==> src/rtl/sc16_pkg.sv <==
package sc16_pkg;
    localparam int WORD_W = 16;
    localparam int REG_AW = 3;
    localparam int FS_W   = 4;

    typedef enum logic {
        ST_LOAD = 1'b0,
        ST_RUN  = 1'b1
    } core_state_e;

    typedef enum logic [2:0] {
        CL_ALU    = 3'b000,
        CL_LOAD   = 3'b001,
        CL_STORE  = 3'b010,
        CL_IMM    = 3'b100,
        CL_BRANCH = 3'b110,
        CL_JUMP   = 3'b111
    } instr_class_e;

    localparam logic [FS_W-1:0] FS_PASS_A = 4'b0000;
    localparam logic [FS_W-1:0] FS_INC    = 4'b0001;
    localparam logic [FS_W-1:0] FS_ADD    = 4'b0010;
    localparam logic [FS_W-1:0] FS_SUB    = 4'b0101;
    localparam logic [FS_W-1:0] FS_DEC    = 4'b0110;
    localparam logic [FS_W-1:0] FS_AND    = 4'b1000;
    localparam logic [FS_W-1:0] FS_OR     = 4'b1001;
    localparam logic [FS_W-1:0] FS_XOR    = 4'b1010;
    localparam logic [FS_W-1:0] FS_NOT    = 4'b1011;
    localparam logic [FS_W-1:0] FS_PASS_B = 4'b1100;
    localparam logic [FS_W-1:0] FS_SHR    = 4'b1101;
    localparam logic [FS_W-1:0] FS_SHL    = 4'b1110;

    typedef struct packed {
        logic [REG_AW-1:0] dst;
        logic [REG_AW-1:0] src_a;
        logic [REG_AW-1:0] src_b;
        logic [FS_W-1:0]   fsel;
        logic              use_const;
        logic              sel_mem;
        logic              reg_wr;
        logic              mem_wr;
        logic              pc_xfer;
        logic              is_jump;
        logic              on_neg;
    } ctrl_t;
endpackage

==> src/rtl/sc16_regfile.sv <==
module sc16_regfile #(
    parameter int W  = 16,
    parameter int AW = 3,
    localparam int NREG = 1 << AW
) (
    input  logic          clk,
    input  logic          rst_n,
    input  logic          we,
    input  logic [AW-1:0] wa,
    input  logic [W-1:0]  wd,
    input  logic [AW-1:0] ra,
    input  logic [AW-1:0] rb,
    output logic [W-1:0]  qa,
    output logic [W-1:0]  qb
);
    logic [W-1:0] regs [NREG];

    for (genvar i = 0; i < NREG; i++) begin : g_reg
        always_ff @(posedge clk or negedge rst_n) begin
            if (!rst_n) begin
                regs[i] <= '0;
            end else if (we && (wa == AW'(i))) begin
                regs[i] <= wd;
            end
        end
    end

    assign qa = regs[ra];
    assign qb = regs[rb];
endmodule

==> src/rtl/sc16_func_unit.sv <==
module sc16_func_unit
    import sc16_pkg::*;
#(
    parameter int W = 16
) (
    input  logic [W-1:0]    a,
    input  logic [W-1:0]    b,
    input  logic [FS_W-1:0] fsel,
    output logic [W-1:0]    f,
    output logic            zero,
    output logic            neg
);
    always_comb begin
        case (fsel)
            FS_PASS_A: f = a;
            FS_INC:    f = a + W'(1);
            FS_ADD:    f = a + b;
            FS_SUB:    f = a + ~b + W'(1);
            FS_DEC:    f = a - W'(1);
            FS_AND:    f = a & b;
            FS_OR:     f = a | b;
            FS_XOR:    f = a ^ b;
            FS_NOT:    f = ~a;
            FS_PASS_B: f = b;
            FS_SHR:    f = {1'b0, b[W-1:1]};
            FS_SHL:    f = {b[W-2:0], 1'b0};
            default:   f = '0;
        endcase
    end

    assign zero = (f == '0);
    assign neg  = f[W-1];
endmodule

==> src/rtl/sc16_decoder.sv <==
module sc16_decoder
    import sc16_pkg::*;
(
    input  logic [WORD_W-1:0] ir,
    output ctrl_t             ctl
);
    always_comb begin
        ctl           = '0;
        ctl.dst       = ir[8:6];
        ctl.src_a     = ir[5:3];
        ctl.src_b     = ir[2:0];
        ctl.fsel      = ir[12:9];
        ctl.on_neg    = ir[9];
        case (ir[15:13])
            CL_ALU: begin
                ctl.reg_wr = 1'b1;
            end
            CL_LOAD: begin
                ctl.reg_wr  = 1'b1;
                ctl.sel_mem = 1'b1;
            end
            CL_STORE: begin
                ctl.mem_wr = 1'b1;
            end
            CL_IMM: begin
                ctl.reg_wr    = 1'b1;
                ctl.use_const = 1'b1;
            end
            CL_BRANCH: begin
                ctl.pc_xfer = 1'b1;
                ctl.fsel    = FS_PASS_A;
            end
            CL_JUMP: begin
                ctl.pc_xfer = 1'b1;
                ctl.is_jump = 1'b1;
                ctl.fsel    = FS_PASS_A;
            end
            default: begin
                ctl.fsel = FS_PASS_A;
            end
        endcase
    end
endmodule

==> src/rtl/sc16_pc_ctrl.sv <==
module sc16_pc_ctrl #(
    parameter int W     = 16,
    parameter int OFF_W = 6
) (
    input  logic [W-1:0]     pc,
    input  logic             pc_xfer,
    input  logic             is_jump,
    input  logic             on_neg,
    input  logic             zero,
    input  logic             neg,
    input  logic [OFF_W-1:0] offset,
    input  logic [W-1:0]     jump_addr,
    output logic [W-1:0]     pc_next
);
    logic [W-1:0] off_ext;
    logic         take;

    assign off_ext = {{(W-OFF_W){offset[OFF_W-1]}}, offset};
    assign take    = on_neg ? neg : zero;

    always_comb begin
        if (!pc_xfer) begin
            pc_next = pc + W'(1);
        end else if (is_jump) begin
            pc_next = jump_addr;
        end else if (take) begin
            pc_next = pc + off_ext;
        end else begin
            pc_next = pc + W'(1);
        end
    end
endmodule

==> src/rtl/sc16_core.sv <==
module sc16_core
    import sc16_pkg::*;
#(
    parameter int IMEM_AW = 6,
    parameter int DMEM_AW = 6,
    localparam int LD_AW = (IMEM_AW > DMEM_AW) ? IMEM_AW : DMEM_AW
) (
    input  logic              clk,
    input  logic              rst_n,
    input  logic              load_mode,
    input  logic              load_we,
    input  logic              load_imem,
    input  logic [LD_AW-1:0]  load_addr,
    input  logic [WORD_W-1:0] load_data,
    output logic [WORD_W-1:0] pc,
    output logic              rf_we,
    output logic [REG_AW-1:0] rf_wa,
    output logic [WORD_W-1:0] rf_wd,
    output logic              dm_we,
    output logic [WORD_W-1:0] dm_addr,
    output logic [WORD_W-1:0] dm_wd
);
    localparam int IMEM_DEPTH = 1 << IMEM_AW;
    localparam int DMEM_DEPTH = 1 << DMEM_AW;

    core_state_e       state, state_nxt;
    logic              running;
    logic [WORD_W-1:0] instr;
    ctrl_t             ctl;
    logic [WORD_W-1:0] reg_a, reg_b, bus_a, bus_b, bus_d;
    logic [WORD_W-1:0] const_zf, fu_out, dm_rdata, pc_next;
    logic              fu_zero, fu_neg;

    logic [WORD_W-1:0] imem [IMEM_DEPTH];
    logic [WORD_W-1:0] dmem [DMEM_DEPTH];

    // state register
    always_ff @(posedge clk or negedge rst_n) begin
        if (!rst_n) begin
            state <= ST_LOAD;
        end else begin
            state <= state_nxt;
        end
    end

    always_comb begin
        unique case (state)
            ST_LOAD: state_nxt = load_mode ? ST_LOAD : ST_RUN;
            ST_RUN:  state_nxt = load_mode ? ST_LOAD : ST_RUN;
            default: state_nxt = ST_LOAD;
        endcase
    end

    // state outputs
    always_comb begin
        running = 1'b0;
        unique case (state)
            ST_LOAD: running = 1'b0;
            ST_RUN:  running = 1'b1;
            default: running = 1'b0;
        endcase
        rf_we = running & ctl.reg_wr;
        dm_we = running & ctl.mem_wr;
    end

    // program counter
    always_ff @(posedge clk or negedge rst_n) begin
        if (!rst_n) begin
            pc <= '0;
        end else if (!running) begin
            pc <= '0;
        end else begin
            pc <= pc_next;
        end
    end

    // memories
    always_ff @(posedge clk) begin
        if (load_mode && load_we && load_imem) begin
            imem[load_addr[IMEM_AW-1:0]] <= load_data;
        end
    end

    always_ff @(posedge clk) begin
        if (dm_we) begin
            dmem[bus_a[DMEM_AW-1:0]] <= bus_b;
        end else if (load_mode && load_we && !load_imem) begin
            dmem[load_addr[DMEM_AW-1:0]] <= load_data;
        end
    end

    assign instr    = imem[pc[IMEM_AW-1:0]];
    assign dm_rdata = dmem[bus_a[DMEM_AW-1:0]];

    sc16_decoder u_dec (
        .ir  (instr),
        .ctl (ctl)
    );

    sc16_regfile #(.W(WORD_W), .AW(REG_AW)) u_rf (
        .clk   (clk),
        .rst_n (rst_n),
        .we    (rf_we),
        .wa    (ctl.dst),
        .wd    (bus_d),
        .ra    (ctl.src_a),
        .rb    (ctl.src_b),
        .qa    (reg_a),
        .qb    (reg_b)
    );

    assign const_zf = {{(WORD_W-3){1'b0}}, instr[2:0]};
    assign bus_a    = reg_a;
    assign bus_b    = ctl.use_const ? const_zf : reg_b;

    sc16_func_unit #(.W(WORD_W)) u_fu (
        .a    (bus_a),
        .b    (bus_b),
        .fsel (ctl.fsel),
        .f    (fu_out),
        .zero (fu_zero),
        .neg  (fu_neg)
    );

    assign bus_d = ctl.sel_mem ? dm_rdata : fu_out;

    sc16_pc_ctrl #(.W(WORD_W), .OFF_W(6)) u_pcc (
        .pc        (pc),
        .pc_xfer   (ctl.pc_xfer),
        .is_jump   (ctl.is_jump),
        .on_neg    (ctl.on_neg),
        .zero      (fu_zero),
        .neg       (fu_neg),
        .offset    ({instr[8:6], instr[2:0]}),
        .jump_addr (bus_a),
        .pc_next   (pc_next)
    );

    assign rf_wa   = ctl.dst;
    assign rf_wd   = bus_d;
    assign dm_addr = bus_a;
    assign dm_wd   = bus_b;
endmodule

==> config.mk <==
export PLATFORM = sky130hd
export DESIGN_NAME = sc16_core
export DESIGN_NICKNAME = d
export VERILOG_FILES = /design/src/rtl/sc16_pkg.sv /design/src/rtl/sc16_regfile.sv /design/src/rtl/sc16_func_unit.sv /design/src/rtl/sc16_decoder.sv /design/src/rtl/sc16_pc_ctrl.sv /design/src/rtl/sc16_core.sv
export SDC_FILE = /design/constraint.sdc
export NUM_CORES = 2
export LEC_CHECK = 0
export BUFFER_PORTS_ARGS = -buffer_cell sky130_fd_sc_hd__buf_2
export CORE_AREA = 2 2 458 460
export DETAILED_ROUTE_END_ITERATION = 6
export DIE_AREA = 0 0 460 462
export GPL_TIMING_DRIVEN = 0
export SYNTH_ARGS = -nofsm -noshare
export SYNTH_HDL_FRONTEND = slang
export SYNTH_SLANG_ARGS = --single-unit
==> constraint.sdc <==
create_clock -name clk -period 11.3 [get_ports clk]
set_clock_uncertainty 0.2 [all_clocks]
set_input_delay 0.565 -clock clk [delete_from_list [all_inputs] [get_ports clk]]
set_output_delay 0.565 -clock clk [all_outputs]
set_load 0.01 [all_outputs]
==> results.cfg <==
[yosys]
ys_top_cells_by_count = edfxtp_1, mux2i_1, nand2_1, nor2_1, mux4_2
ys_ff_latch = 2193
syn-num-nets = 5938
synth_cell_types = 115
synthTopCellsByArea = edfxtp_1, mux2i_1, mux4_2
synth_seq_area_share_pct = 70.1
syn_area_mm2 = 0.0929
synthCells = 5829
synth-main-ff-cell = edfxtp_1
avgSynthCellArea_um2 = 15.9
synth_top_cell_by_area = edfxtp_1
synth.top_cell.area_share_pct = 66.2
synthArstFlopShare_pct = 6.61
synth_edf_count = 2048
ys_warn_count = 0
yosysMostFrequentCell = edfxtp_1

[place]
dp_slack_ns = -0.658
dp_cells = 8746
portBuffers = 89
dpl.hpwl_mm = 210
place.gp.congestion = 0.985

[critical_path]
worst-setup-path-type = register to output pin
required_ns = 10.54
cp-end-kind = output pin
critical_path.max_fanout = 10
r2r_start = pc[2]$_DFF_PN0_
worstPathArrival_ns = 10.51
crit_path_start = pc[3]$_DFF_PN0_
worst_setup_path_start_kind = register

[routing]
final_antenna_net_count = 0
drcViolationCount = 1
first_pass_iters = 7
post_drt_wl_per_cell_um = 34.0
drt_iter0_drc = 8883
viasPerCell = 6.35
num_vias = 58200
routed_wirelength_mm = 312

[floorplan]
io-pin-count = 96
core_mm2 = 0.208
die_h_um = 462
die_w_um = 460
die-area_mm2 = 0.213
initial_utilization_pct = 44.6
rows = 168

[grt]
grt_max_degree = 94
grt_pass1_wl_mm = 433
grt_util_all_layers_pct = 29.1
overflow = 0
antenna_found_initial = 23
first_global_vias = 56000

[worst_hold_path]
holdCritPathClass = input port to register
worstHoldStart = load_mode

[cts]
htree_levels = 4
clock_sinks = 2193
cts_root_buf = clkbuf_16
clkSlewWorstSetupHoldPaths_ns = 0.07
tritoncts = yes
insertion_delay_ns = 0.90
clock_path_buffers = 3
cts_inserted_buffers = 221

[flow_run]
drv_cap = 0

[timing]
setup_tns_ns = 0
timing.final.ws_setup_ns = 0.0265
layout_min_cycle_time_ns = 11.27
slew_violations = 0
setup_viol = 0
period_share_pct = 99.8
worstMarginPinSlew_ns = 1.37
timing.final.hold_violations = 0
rsz0062_at_grt = yes
maxSlewHeadroom_pct = 7.64
max_freq_mhz = 88.7

[layout]
area_growth_pct = 15.3
drive_above_1_share_pct = 17.6
fin_cells = 9170
fill_cells = 17000
fin_util_pct = 51.4
multi_input_area_mm2 = 0.0263
fin_nets = 6362
seqCellArea_mm2 = 0.0651

[status]
outcome = complete, but fails checks
violations = design-rule violations
==> metal layers <==
metal | part of all wire [%] | track usage (%) | wire (um)
met5 | 0.016 | 0 | 51
met4 | 4.5 | 11.8 | 14100
met3 | 11 | 6.86 | 33700
met2 | 45 | 44.1 | 140000
met1 | 40 | 40.4 | 125000
==> state kept, by name, summed over array words and instances, names as in the netlist <==
signal / flops
dmem: 1024
imem: 1024
pc: 16
state: 1
u_rf.regs: 128
==> kinds of logic after synthesis <==
group | Yosys count | share of synthesized area, %
compound gates | 944 | 7.57
xor+xnor | 53 | 0.500
fa+ha+maj | 84 | 1.15
buf+inv | 501 | 2.66
flops | 2193 | 70.1
mux | 867 | 12.3
simple gates | 1187 | 5.65
==> area by class of cell <==
cell class | count | area share, %
flip-flops and latches | 2193 | 60.8
multi-input cells | 3135 | 24.6
clock buffers | 275 | 5.46
well taps | 2720 | 3.18
repair buffers | 203 | 2.31
plain buffers | 340 | 1.77
clock inverters | 133 | 1.31
inverters | 159 | 0.560
diodes | 12 | 0.0280
==> layout by cell type (no fill, tap or decap), types with 61 or more instances in the layout <==
master	count
nor2_2	76
clkbuf_1	201
a221oi_1	102
buf_2	157
a32oi_1	139
a22oi_1	75
nor2_1	122
o21ai_0	145
edfxtp_1	2048
nand3_1	106
dfrtp_1	145
o22ai_1	61
mux4_2	209
inv_1	149
a21oi_1	93
mux2i_1	612
nand2_1	598
ha_1	79
clkbuf_16	224
a22o_1	69
==> timing repair <==
| action | 4_1_cts | 5_1_grt |
|---|---|---|
| buffers inserted | 0 | 2 |
| pin swaps | 0 | 1 |
| gates resized for setup | 30 | 23 |
| hold buffers | 4 | 0 |
| endpoints found under the hold margin | 146 | 0 |
| endpoints found under the setup margin | 44 | 9 |
==> worst max-delay path, stage by stage (launching register included) <==
cell and delay (ns):
dfrtp_1 0.60, buf_2 0.33, nor2b_1 0.61, buf_2 0.62
a22oi_1 0.20, nand3_1 0.13, o21ai_1 0.21, a221o_2 0.54
buf_4 0.25, nor2_1 0.19, clkbuf_1 0.74, a22oi_1 0.27
a21oi_1 0.91, buf_2 0.47, buf_2 0.40, clkbuf_1 0.66
a32oi_1 0.22, a21boi_0 0.48, o41ai_1 0.15, o21a_1 0.26
o21ai_1 0.97, inv_1 0.15, buf_2 0.20
==> path summary, 6_finish.rpt <==
check,slack (ns),endpoint,cells after the start
worst min register to register,0.28,u_rf.regs[21]$_DFFE_PN0P_,2
worst min-delay path,0.19,state$_DFF_PN0_,3
max in group asynchronous,9.66,u_rf.regs[113]$_DFFE_PN0P_,4
min in group asynchronous,0.50,u_rf.regs[81]$_DFFE_PN0P_,3
worst max-delay path,0.03,rf_wd[7],22
worst max register to register,0.71,pc[9]$_DFF_PN0_,33
==> per-stage QoR <==
step,hold slack (ns),cell area (um^2)
2_1_floorplan,0.0694,92900
3_3_place_gp,0.265,96700
3_5_place_dp,0.273,99500
4_1_cts,0.150,107000
5_1_grt,0.200,107000
6_report,0.190,107000
Power is not shown: default switching activity piles up to over one toggle a cycle in this logic, so the estimate is an artifact.
